==> config.mk <==
export PLATFORM = sky130hd
export DESIGN_NAME = trng_regfront
export DESIGN_NICKNAME = d
export VERILOG_FILES = /design/src/rtl/trng_pkg.sv /design/src/rtl/trng_wfifo.sv /design/src/rtl/trng_crst_timer.sv /design/src/rtl/trng_regfront.sv
export SDC_FILE = /design/constraint.sdc
export NUM_CORES = 1
export LEC_CHECK = 0
export ABC_AREA = 1
export BUFFER_PORTS_ARGS = -buffer_cell sky130_fd_sc_hd__buf_2
export CAP_MARGIN = 15
export CORE_MARGIN = 3
export CORE_UTILIZATION = 45
export CTS_CLUSTER_SIZE = 24
export DETAILED_ROUTE_END_ITERATION = 12
export PLACE_DENSITY = 0.64
export SKIP_LAST_GASP = 1
export SYNTH_ARGS = -nofsm -noshare
export SYNTH_HDL_FRONTEND = slang
export SYNTH_HIERARCHICAL = 1
export SYNTH_SLANG_ARGS = --single-unit
==> constraint.sdc <==
create_clock -name clk -period 4.7 [get_ports clk]
set_input_delay 0.94 -clock clk [delete_from_list [all_inputs] [get_ports clk]]
set_output_delay 0.94 -clock clk [all_outputs]
set_load 0.01 [all_outputs]
==> src/rtl/trng_pkg.sv <==
package trng_pkg;
    // register offsets (byte addresses)
    localparam logic [7:0] OFF_CTRL = 8'h00;
    localparam logic [7:0] OFF_STAT = 8'h04;
    localparam logic [7:0] OFF_DATA = 8'h08;

    // control bits
    localparam int CB_GEN    = 2;
    localparam int CB_IRQEN  = 3;
    localparam int CB_CKMASK = 5;
    localparam int CB_DIV_LO = 16;
    localparam int DIV_W     = 4;
    localparam int CB_CRST   = 30;

    // status bits
    localparam int SB_READY  = 0;
    localparam int SB_CKLIVE = 1;
    localparam int SB_SDLIVE = 2;
    localparam int SB_CKLAT  = 5;
    localparam int SB_SDLAT  = 6;

    typedef struct packed {
        logic             gen_en;
        logic             irq_en;
        logic             ck_mask;
        logic [DIV_W-1:0] div_exp;
        logic             crst_req;
        logic             sd_live;
        logic             sd_lat;
        logic             ck_live;
        logic             ck_lat;
    } regs_t;
endpackage

==> src/rtl/trng_wfifo.sv <==
module trng_wfifo #(
    parameter int DW    = 32,
    parameter int DEPTH = 4
) (
    input  logic                         clk,
    input  logic                         rst_n,
    input  logic                         flush,
    input  logic                         push,
    input  logic [DW-1:0]                wdata,
    input  logic                         pop,
    output logic [DW-1:0]                head,
    output logic [$clog2(DEPTH+1)-1:0]   count
);
    localparam int PW = (DEPTH > 1) ? $clog2(DEPTH) : 1;
    localparam int CW = $clog2(DEPTH + 1);

    typedef struct packed {
        logic [DEPTH-1:0][DW-1:0] mem;
        logic [PW-1:0]            wp;
        logic [PW-1:0]            rp;
        logic [CW-1:0]            cnt;
    } fst_t;

    fst_t q, d;
    logic do_push, do_pop;

    function automatic logic [PW-1:0] step(input logic [PW-1:0] p);
        return (p == PW'(DEPTH - 1)) ? '0 : p + 1'b1;
    endfunction

    always_comb begin
        d       = q;
        do_push = push && (q.cnt != CW'(DEPTH)) && !flush;
        do_pop  = pop && (q.cnt != '0) && !flush;
        if (flush) begin
            d.wp  = '0;
            d.rp  = '0;
            d.cnt = '0;
        end else begin
            if (do_push) begin
                d.mem[q.wp] = wdata;
                d.wp        = step(q.wp);
            end
            if (do_pop) d.rp = step(q.rp);
            d.cnt = q.cnt + CW'(do_push) - CW'(do_pop);
        end
    end

    always_ff @(posedge clk or negedge rst_n) begin
        if (!rst_n) q <= '0;
        else        q <= d;
    end

    assign head  = q.mem[q.rp];
    assign count = q.cnt;


    full_hold_chk: assert property (@(posedge clk) disable iff (!rst_n)
        (q.cnt == CW'(DEPTH) && push && !pop && !flush) |=> (q.cnt == CW'(DEPTH)));

    empty_pop_chk: assert property (@(posedge clk) disable iff (!rst_n)
        (q.cnt == '0 && pop && !push) |=> (q.cnt == '0 && $stable(q.rp)));
endmodule

==> src/rtl/trng_crst_timer.sv <==
module trng_crst_timer #(
    parameter int CYCLES = 16
) (
    input  logic clk,
    input  logic rst_n,
    input  logic start,
    output logic busy,
    output logic done
);
    localparam int CW = $clog2(CYCLES + 1);

    typedef struct packed {
        logic          busy;
        logic          done;
        logic [CW-1:0] cnt;
    } tst_t;

    tst_t q, d;

    always_comb begin
        d      = q;
        d.done = 1'b0;
        if (q.busy) begin
            if (q.cnt == '0) begin
                d.busy = 1'b0;
                d.done = 1'b1;
            end else begin
                d.cnt = q.cnt - 1'b1;
            end
        end else if (start) begin
            d.busy = 1'b1;
            d.cnt  = CW'(CYCLES - 1);
        end
    end

    always_ff @(posedge clk or negedge rst_n) begin
        if (!rst_n) q <= '0;
        else        q <= d;
    end

    assign busy = q.busy;
    assign done = q.done;


    done_follows_busy_chk: assert property (@(posedge clk) disable iff (!rst_n)
        $fell(q.busy) |-> q.done);

    busy_holds_chk: assert property (@(posedge clk) disable iff (!rst_n)
        (q.busy && q.cnt != '0) |=> q.busy);
endmodule

==> src/rtl/trng_regfront.sv <==
module trng_regfront
    import trng_pkg::*;
#(
    parameter int ADDR_W      = 4,
    parameter int FIFO_DEPTH  = 4,
    parameter int CRST_CYCLES = 16
) (
    input  logic              clk,
    input  logic              rst_n,
    input  logic              bus_sel,
    input  logic              bus_wr,
    input  logic [ADDR_W-1:0] bus_addr,
    input  logic [31:0]       bus_wdata,
    output logic [31:0]       bus_rdata,
    input  logic              ent_valid,
    input  logic [31:0]       ent_word,
    input  logic              seed_fault,
    input  logic              seed_recover,
    input  logic              clk_fault,
    output logic              irq
);
    localparam int REG_W = 32;
    localparam int CNT_W = $clog2(FIFO_DEPTH + 1);

    regs_t q, d;

    logic             hit_ctrl, hit_stat, hit_data;
    logic             wr_ctrl, wr_stat, rd_data;
    logic             crst_busy, crst_done, crst_start, crst_active;
    logic             seed_hit, fifo_push;
    logic [REG_W-1:0] fifo_head, ctrl_word, stat_word;
    logic [CNT_W-1:0] fifo_cnt;

    assign hit_ctrl = (bus_addr == ADDR_W'(OFF_CTRL));
    assign hit_stat = (bus_addr == ADDR_W'(OFF_STAT));
    assign hit_data = (bus_addr == ADDR_W'(OFF_DATA));
    assign wr_ctrl  = bus_sel && bus_wr && hit_ctrl;
    assign wr_stat  = bus_sel && bus_wr && hit_stat;
    assign rd_data  = bus_sel && !bus_wr && hit_data;

    assign crst_active = q.crst_req || crst_busy;
    assign crst_start  = wr_ctrl && q.crst_req && !bus_wdata[CB_CRST];
    assign seed_hit    = seed_fault && q.gen_en;
    assign fifo_push   = ent_valid && q.gen_en && !q.sd_live && !seed_hit && !crst_active;

    trng_wfifo #(.DW(REG_W), .DEPTH(FIFO_DEPTH)) i_fifo (
        .clk   (clk),
        .rst_n (rst_n),
        .flush (crst_active),
        .push  (fifo_push),
        .wdata (ent_word),
        .pop   (rd_data),
        .head  (fifo_head),
        .count (fifo_cnt)
    );

    trng_crst_timer #(.CYCLES(CRST_CYCLES)) i_crst (
        .clk   (clk),
        .rst_n (rst_n),
        .start (crst_start),
        .busy  (crst_busy),
        .done  (crst_done)
    );

    always_comb begin
        d = q;
        if (wr_ctrl) begin
            d.gen_en   = bus_wdata[CB_GEN];
            d.irq_en   = bus_wdata[CB_IRQEN];
            d.ck_mask  = bus_wdata[CB_CKMASK];
            d.div_exp  = bus_wdata[CB_DIV_LO +: DIV_W];
            d.crst_req = bus_wdata[CB_CRST];
        end
        if (wr_stat) begin
            d.sd_lat = q.sd_lat && bus_wdata[SB_SDLAT];
            d.ck_lat = q.ck_lat && bus_wdata[SB_CKLAT];
        end
        if (seed_hit) begin
            d.sd_live = 1'b1;
            d.sd_lat  = 1'b1;
        end else if (seed_recover || crst_done) begin
            d.sd_live = 1'b0;
        end
        d.ck_live = clk_fault && !q.ck_mask;
        if (d.ck_live) d.ck_lat = 1'b1;
    end

    always_ff @(posedge clk or negedge rst_n) begin
        if (!rst_n) q <= '0;
        else        q <= d;
    end

    always_comb begin
        ctrl_word                        = '0;
        ctrl_word[CB_GEN]                = q.gen_en;
        ctrl_word[CB_IRQEN]              = q.irq_en;
        ctrl_word[CB_CKMASK]             = q.ck_mask;
        ctrl_word[CB_DIV_LO +: DIV_W]    = q.div_exp;
        ctrl_word[CB_CRST]               = crst_active;
        stat_word                        = '0;
        stat_word[SB_READY]              = (fifo_cnt != '0);
        stat_word[SB_CKLIVE]             = q.ck_live;
        stat_word[SB_SDLIVE]             = q.sd_live;
        stat_word[SB_CKLAT]              = q.ck_lat;
        stat_word[SB_SDLAT]              = q.sd_lat;
        bus_rdata                        = '0;
        if (bus_sel && !bus_wr) begin
            if (hit_ctrl)      bus_rdata = ctrl_word;
            else if (hit_stat) bus_rdata = stat_word;
            else if (hit_data && fifo_cnt != '0) bus_rdata = fifo_head;
        end
    end

    assign irq = q.irq_en && (q.sd_lat || q.ck_lat);


    seed_sets_chk: assert property (@(posedge clk) disable iff (!rst_n)
        (seed_fault && q.gen_en) |=> (q.sd_live && q.sd_lat));

    halt_no_growth_chk: assert property (@(posedge clk) disable iff (!rst_n)
        q.sd_live |=> (fifo_cnt <= $past(fifo_cnt)));

    lat_write_one_chk: assert property (@(posedge clk) disable iff (!rst_n)
        (wr_stat && bus_wdata[SB_SDLAT] && q.sd_lat) |=> q.sd_lat);

    irq_needs_enable_chk: assert property (@(posedge clk) disable iff (!rst_n)
        irq |-> q.irq_en);

    crst_empty_chk: assert property (@(posedge clk) disable iff (!rst_n)
        (crst_active && $past(crst_active)) |-> (fifo_cnt == '0));
endmodule

==> impl_metrics.toml, run 1 <==
[die]
chipHeight_um = 140
rows = 48
start_util_pct = 46.2
die_area_um2 = 19500
die_w_um = 140
pin_count = 109
core-area_um2 = 17400

[synth]
synth-seq-area-share_pct = 47.9
synthMuxAreaShare_pct = 0
synth-compound-area-share_pct = 8.04
ys_ff_latch = 154
synth_top_family_by_area = "simple AND/OR/NAND/NOR gates"
synthXorXnorAreaFrac_pct = 0.109
synth-simple-area-share_pct = 35.5
avgSynthCellArea_um2 = 8.06
synth_cell_types = 32
synthCells = 998
synth_area_um2 = 8050
synth_fp_nets = 1083
yosysWarnings = 6
synthAdderAreaFrac_pct = 1.49

[routing]
wirelength_um = 23700
ant_nets = 0
drcViolationCount = 0
vias = 7380
dr.pass1.iters = 5
routedWlPerCell_um = 18.6
vias_per_cell = 5.81
drt_iter0_markers = 675

[layout]
drive_above_1_share_pct = 16.3
fillCellCount = 1661
final_cells = 1271
fin_nets = 1120
diodes = 0
area_delta_synth_final_pct = 13.6

[cts]
cts_tree = "built"
clockRootBuffer = "clkbuf_16"
cts_max_level = 4
cts_made_buffers = 17
clock_sinks = 154
clk_pin_slew_ns = 0.06
cts_resized = 0
clock_path_buffers = 2
clk_latency_ns = 0.42
postCtsHoldBufs = 0
cts_setup_buffers = 0

[global_routing]
grt_pass1_vias = 7122
grtUsageMet2_pct = 39.0
grt_most_used_layer = "met2"
grt_util_met3_pct = 3.78
grt_max_degree = 103
grt_first_pass_wirelength_um = 38500
gr-total-overflow = 0
grtUsageTotal_pct = 24.4
use_met1_pct = 34.7
antenna_found_initial = 0

[power_and_ir_drop]
power_mw = 4.43
clockPowerShare_pct = 34.4
sequentialPowerShare_pct = 41.1
switching_power_mw = 1.43
switching_share_pct = 32.4
p_comb_share_pct = 24.5
internal-power_mw = 2.99
irDropWorstVdd_uv = 304
p_per_area_nw_per_um2 = 484
p_leak_nw = 4.75

[setup_path]
arrival_ns = 2.51
crit_buf_inv = 3
cp_data_required_time_ns = 3.76
rrSetupSlack_ns = 1.76
r2r-end = "i_fifo/q[22]$_DFFE_PN0P_"
cp.depth = 7
cp_top_family = "simple AND/OR/NAND/NOR gates"
end_kind = "output pin"
startpoint_type = "input pin"
cp_slowest_cell = "nand2_2"
crit_path_max_incr_delay_ns = 0.53
r2r-start = "i_crst/busy$_DFF_PN0_"
cp_max_fo = 21
crit_type = "input pin to output pin"
crit_chain = "buf_2 > clkinv_1 > nand2_2 > nor2_4 > nand2_2 > nor3b_2 > buf_2"
worst_r2r_path_depth = 9

[timing]
hold_slack_ns = 0.421
tns_ns = 0
rsz0062_at_grt = "false"
clock_skew_ns = 0.0109
fin_ws_ns = 1.25
fin_crit_ns = 3.45
hold_viol = 0
post-route-period-util_pct = 73.3
fmax_mhz = 290
worst_pin_slew_ns = 0.984
finalSetupViolations = 0
drv_slew = 0
slew_headroom_pct = 34.4

[worst_hold_path]
min_from = "i_crst/done$_DFF_PN0_"
min_to = "q[3]$_DFFE_PN0P_"
hold_path_class = "flop to flop"
hold_depth = 1

[place]
post-dp-hpwl_um = 13200
dp_cells = 1241
place_ws_ns = 1.21
gp_congestion = 0.809
io_buffers = 85

[outcome]
outcome = "completed"

[job]
max-cap-violations = 0
-- worst reg2reg max path, stage by stage, from the launching register on --
cell	delay (ns)
dfrtp_1	0.46
nor2_1	0.13
inv_1	0.15
nor2_1	0.39
inv_2	0.09
a21oi_4	0.12
buf_4	0.39
buf_4	0.79
nand4_1	0.25
nand2_1	0.12
-- flip-flops by register name (all words and copies together), names as in the netlist --
signal        count
ctrl_word         7
i_crst/busy       1
i_crst/done       1
i_crst/q          5
i_fifo/count      3
i_fifo/q        132
q                 5
-- metal layers --
metal  routed length (um)  up-vias
li1                     -     3462
met2                11600      293
met1                10300     3610
met4                  260        0
met3                 1520       15
met5                    0        -
-- final cells by class --
type	instances	area [um^2]	area share (%)
tap	225	282	3.08
inverter	33	126	1.38
timing repair buffer	105	594	6.50
clock inverter	8	165	1.81
sequential	154	3850	42.2
multi-input combinational	724	3630	39.8
clock buffer	22	484	5.30
-- power by group through the flow --
stage               clock network, mW  registers (mW)  logic [mW]
floorplan                           0            1.80       0.787
global placement                    0            1.83        1.06
detailed placement                  0            1.83        1.07
CTS                              1.54            1.81        1.08
global route                     1.60            1.86        1.22
finish                           1.52            1.82        1.08
-- Yosys cell counts --
library cell  instances  area (um^2)
o22ai_1              32          200
inv_2                 1         3.75
buf_1                 8         30.0
nor2_4                2         22.5
nor2_2                1         6.26
buf_4                11         82.6
inv_1                28          105
a21oi_4               1         16.3
buf_6                 4         45.0
nand3_1              34          170
nor2_1               83          312
nand2_4               2         22.5
clkbuf_1             34          128
o21a_1                1         7.51
o31ai_1               1         7.51
buf_2                30          150
a21oi_1              11         55.1
or2_0                 1         6.26
xor2_1                1         8.76
clkinv_2              1         5.00
ha_1                  8          100
clkinv_1              3         11.3
o21ai_0              69          345
fa_1                  1         20.0
o211ai_1              2         15.0
nand3_2               1         10.0
dfrtp_1             154         3850
nand2_2               5         31.3
nor3_1                3         15.0
nand4_1             133          832
nand2_1             311         1170
nor3b_2              21          263
-- through the flow --
stage	util [%]	cell area, um^2
2_1_floorplan	-	8050
6_report	52.5	9140
5_1_grt	52.5	9140
3_3_place_gp	48.8	8490
4_1_cts	52.5	9140
3_5_place_dp	48.8	8490
-- placed cells by master, fill, tap and decap left out, types with 19 or more instances in the layout --
cell type    n
o21ai_0     69
nand4_1    133
nand3_1     34
o22ai_1     32
dfrtp_1    153
inv_1       27
buf_2       84
nand2_1    311
nor2_1      83
nor3b_2     21
buf_4       19
-- worst max path at each step --
stage / start / endpoint
floorplan: seed_fault / i_fifo/count[2]$_DFF_PN0_
detailed placement: bus_addr[2] / bus_rdata[14]
global route: bus_addr[2] / bus_rdata[14]
CTS: bus_addr[2] / bus_rdata[14]
finish: bus_addr[2] / bus_rdata[13]
global placement: bus_addr[2] / bus_rdata[13]
-- cells by family after synthesis --
group	after synthesis
flip-flops	154
AO/OA/AOI/OAI	117
XOR/XNOR	1
AND/OR/NAND/NOR	597
buffers and inverters	120
adder cells (fa/ha/maj)	9
Note: power is estimated with default switching activity, not from simulation.
==> inputs of run 2 (changes only) <==
==> constraint.sdc (replaced) <==
create_clock -name clk -period 3.48 [get_ports clk]
set_input_delay 0.696 -clock clk [delete_from_list [all_inputs] [get_ports clk]]
set_output_delay 0.696 -clock clk [all_outputs]
set_load 0.01 [all_outputs]
==> impl_metrics.toml, run 2 (synthesis gave the netlist of run 1 again) <==
[cts]
clk_latency_ns = 0.43
cts_setup_buffers = 0
cts_resized = 0
cts_max_level = 4
cts_tree = "built"
postCtsHoldBufs = 0
cts_made_buffers = 17
clock_sinks = 154
clk_pin_slew_ns = 0.06
clockRootBuffer = "clkbuf_16"
clock_path_buffers = 2

[setup_path]
cp_data_required_time_ns = 2.78
arrival_ns = 2.38
crit_type = "flop to output pin"
r2r-end = "i_fifo/count[2]$_DFF_PN0_"
cp_slowest_cell = "dfrtp_2"
crit_chain = "buf_4 > o21ai_0 > o22ai_1 > nand3_1 > a21oi_1 > buf_2"
rrSetupSlack_ns = 0.78
crit_buf_inv = 2
startpoint_type = "flop"
cp_top_family = "flip-flops"
cp_max_fo = 24
worst_r2r_path_depth = 14
end_kind = "output pin"
r2r-start = "i_crst/busy$_DFF_PN0_"
crit_path_max_incr_delay_ns = 0.65

[global_routing]
antenna_found_initial = 0
gr-total-overflow = 0
grtUsageTotal_pct = 24.2
grt_pass1_vias = 7064
grt_max_degree = 132
grt_first_pass_wirelength_um = 38100

[timing]
fin_crit_ns = 3.07
clock_skew_ns = 0.0114
finalSetupViolations = 0
hold_viol = 0
rsz0062_at_grt = "false"
tns_ns = 0
slew_headroom_pct = 31.0
post-route-period-util_pct = 88.3
worst_pin_slew_ns = 1.03
drv_slew = 0
fmax_mhz = 325

[power_and_ir_drop]
sequentialPowerShare_pct = 41.6
p_per_area_nw_per_um2 = 646
clockPowerShare_pct = 33.7
switching_share_pct = 33.7
internal-power_mw = 3.94
irDropWorstVdd_uv = 381
p_leak_nw = 4.77
power_mw = 5.94
p_comb_share_pct = 24.7
switching_power_mw = 2.00

[layout]
largest_reg_flops = 132
fillCellCount = 1685
regMostFlops = "i_fifo/q"
multi_input_area_um2 = 3630
final_cell_mix = "nand2_1 (311), dfrtp_1 (153), nand4_1 (133)"
fin_nets = 1126
area_delta_synth_final_pct = 14.3
diodes = 0
drive_above_1_share_pct = 17.1
mostFrequentLayoutCell = "nand2_1"
regArea_um2 = 3850
post-route-cell-area_um2 = 9200

[die]
core-area_um2 = 17400
chipHeight_um = 140
pin_count = 109
start_util_pct = 46.2
rows = 48
die_area_um2 = 19500
die_w_um = 140

[routing]
vias = 7349
dr.pass1.iters = 5
wirelength_um = 23600
routedWlPerCell_um = 18.4
vias_per_cell = 5.75
ant_nets = 0
drt_iter0_markers = 629
drcViolationCount = 0

[place]
post-dp-hpwl_um = 13500
io_buffers = 85
gp_congestion = 0.823
dpl_cell_area_um2 = 8560

[job]
max-cap-violations = 0

[outcome]
outcome = "completed"

[worst_hold_path]
hold_path_class = "input pin to asynchronous set/reset pin"
[run 2: changes by cell type in the layout (fill, tap and decap cells not counted)]
| cell | change |
|---|---|
| clkbuf_8 | -3 |
| clkinvlp_4 | +4 |
| buf_4 | +4 |
| clkinv_4 | +2 |
| inv_6 | +2 |
| clkbuf_1 | -1 |
| buf_12 | +2 |
| clkinv_2 | -1 |
| bufinv_16 | -1 |
[run 2: cell type report]
class / instances / area share, %
multi-input combinational: 724 / 39.5
clock buffer: 18 / 4.78
timing repair buffer: 111 / 7.23
inverter: 33 / 1.37
clock inverter: 14 / 2.12
sequential: 154 / 41.9
tap: 225 / 3.06
[run 2: per-layer routing]
metal | global-route usage [%] | vias up | routed length [um]
met5 | 0 | - | 0
met4 | 6.83 | 0 | 411
met3 | 4.43 | 28 | 1490
met2 | 39.1 | 266 | 11200
met1 | 33.5 | 3571 | 10400
li1 | - | 3484 | -
[run 2: power by group through the flow]
stage	combinational (mW)	sequential (mW)	clock [mW]
2_1_floorplan	1.06	2.42	0
3_3_place_gp	1.43	2.48	0
3_5_place_dp	1.45	2.49	0
4_1_cts	1.46	2.46	2.03
5_1_grt	1.65	2.52	2.11
6_report	1.47	2.47	2.00
[run 2: how the worst max path moves through the flow]
| stage | from | endpoint | slack, ns | cells past startpoint |
|---|---|---|---|---|
| 2_1_floorplan | seed_fault | i_fifo/count[2]$_DFF_PN0_ | 0.62 | 15 |
| 3_3_place_gp | seed_fault | i_fifo/count[2]$_DFF_PN0_ | 0.63 | 15 |
| 3_5_place_dp | seed_fault | i_fifo/count[2]$_DFF_PN0_ | 0.64 | 15 |
| 4_1_cts | i_fifo/q[4]$_DFFE_PN0P_ | bus_rdata[3] | 0.39 | 6 |
| 5_1_grt | i_fifo/q[4]$_DFFE_PN0P_ | bus_rdata[1] | 0.25 | 6 |
| 6_report | i_fifo/q[3]$_DFFE_PN0P_ | bus_rdata[30] | 0.41 | 6 |
[run 2: per-stage QoR]
stage	util [%]	hold slack, ns	cells	setup WS (ns)
after floorplan	-	0.400	998	0.616
after global placement	49.2	0.410	1247	0.630
after detailed placement	49.2	0.414	1247	0.637
after CTS	52.8	0.305	1279	0.392
after global routing	52.8	0.326	1279	0.254
final	52.8	0.266	1279	0.406
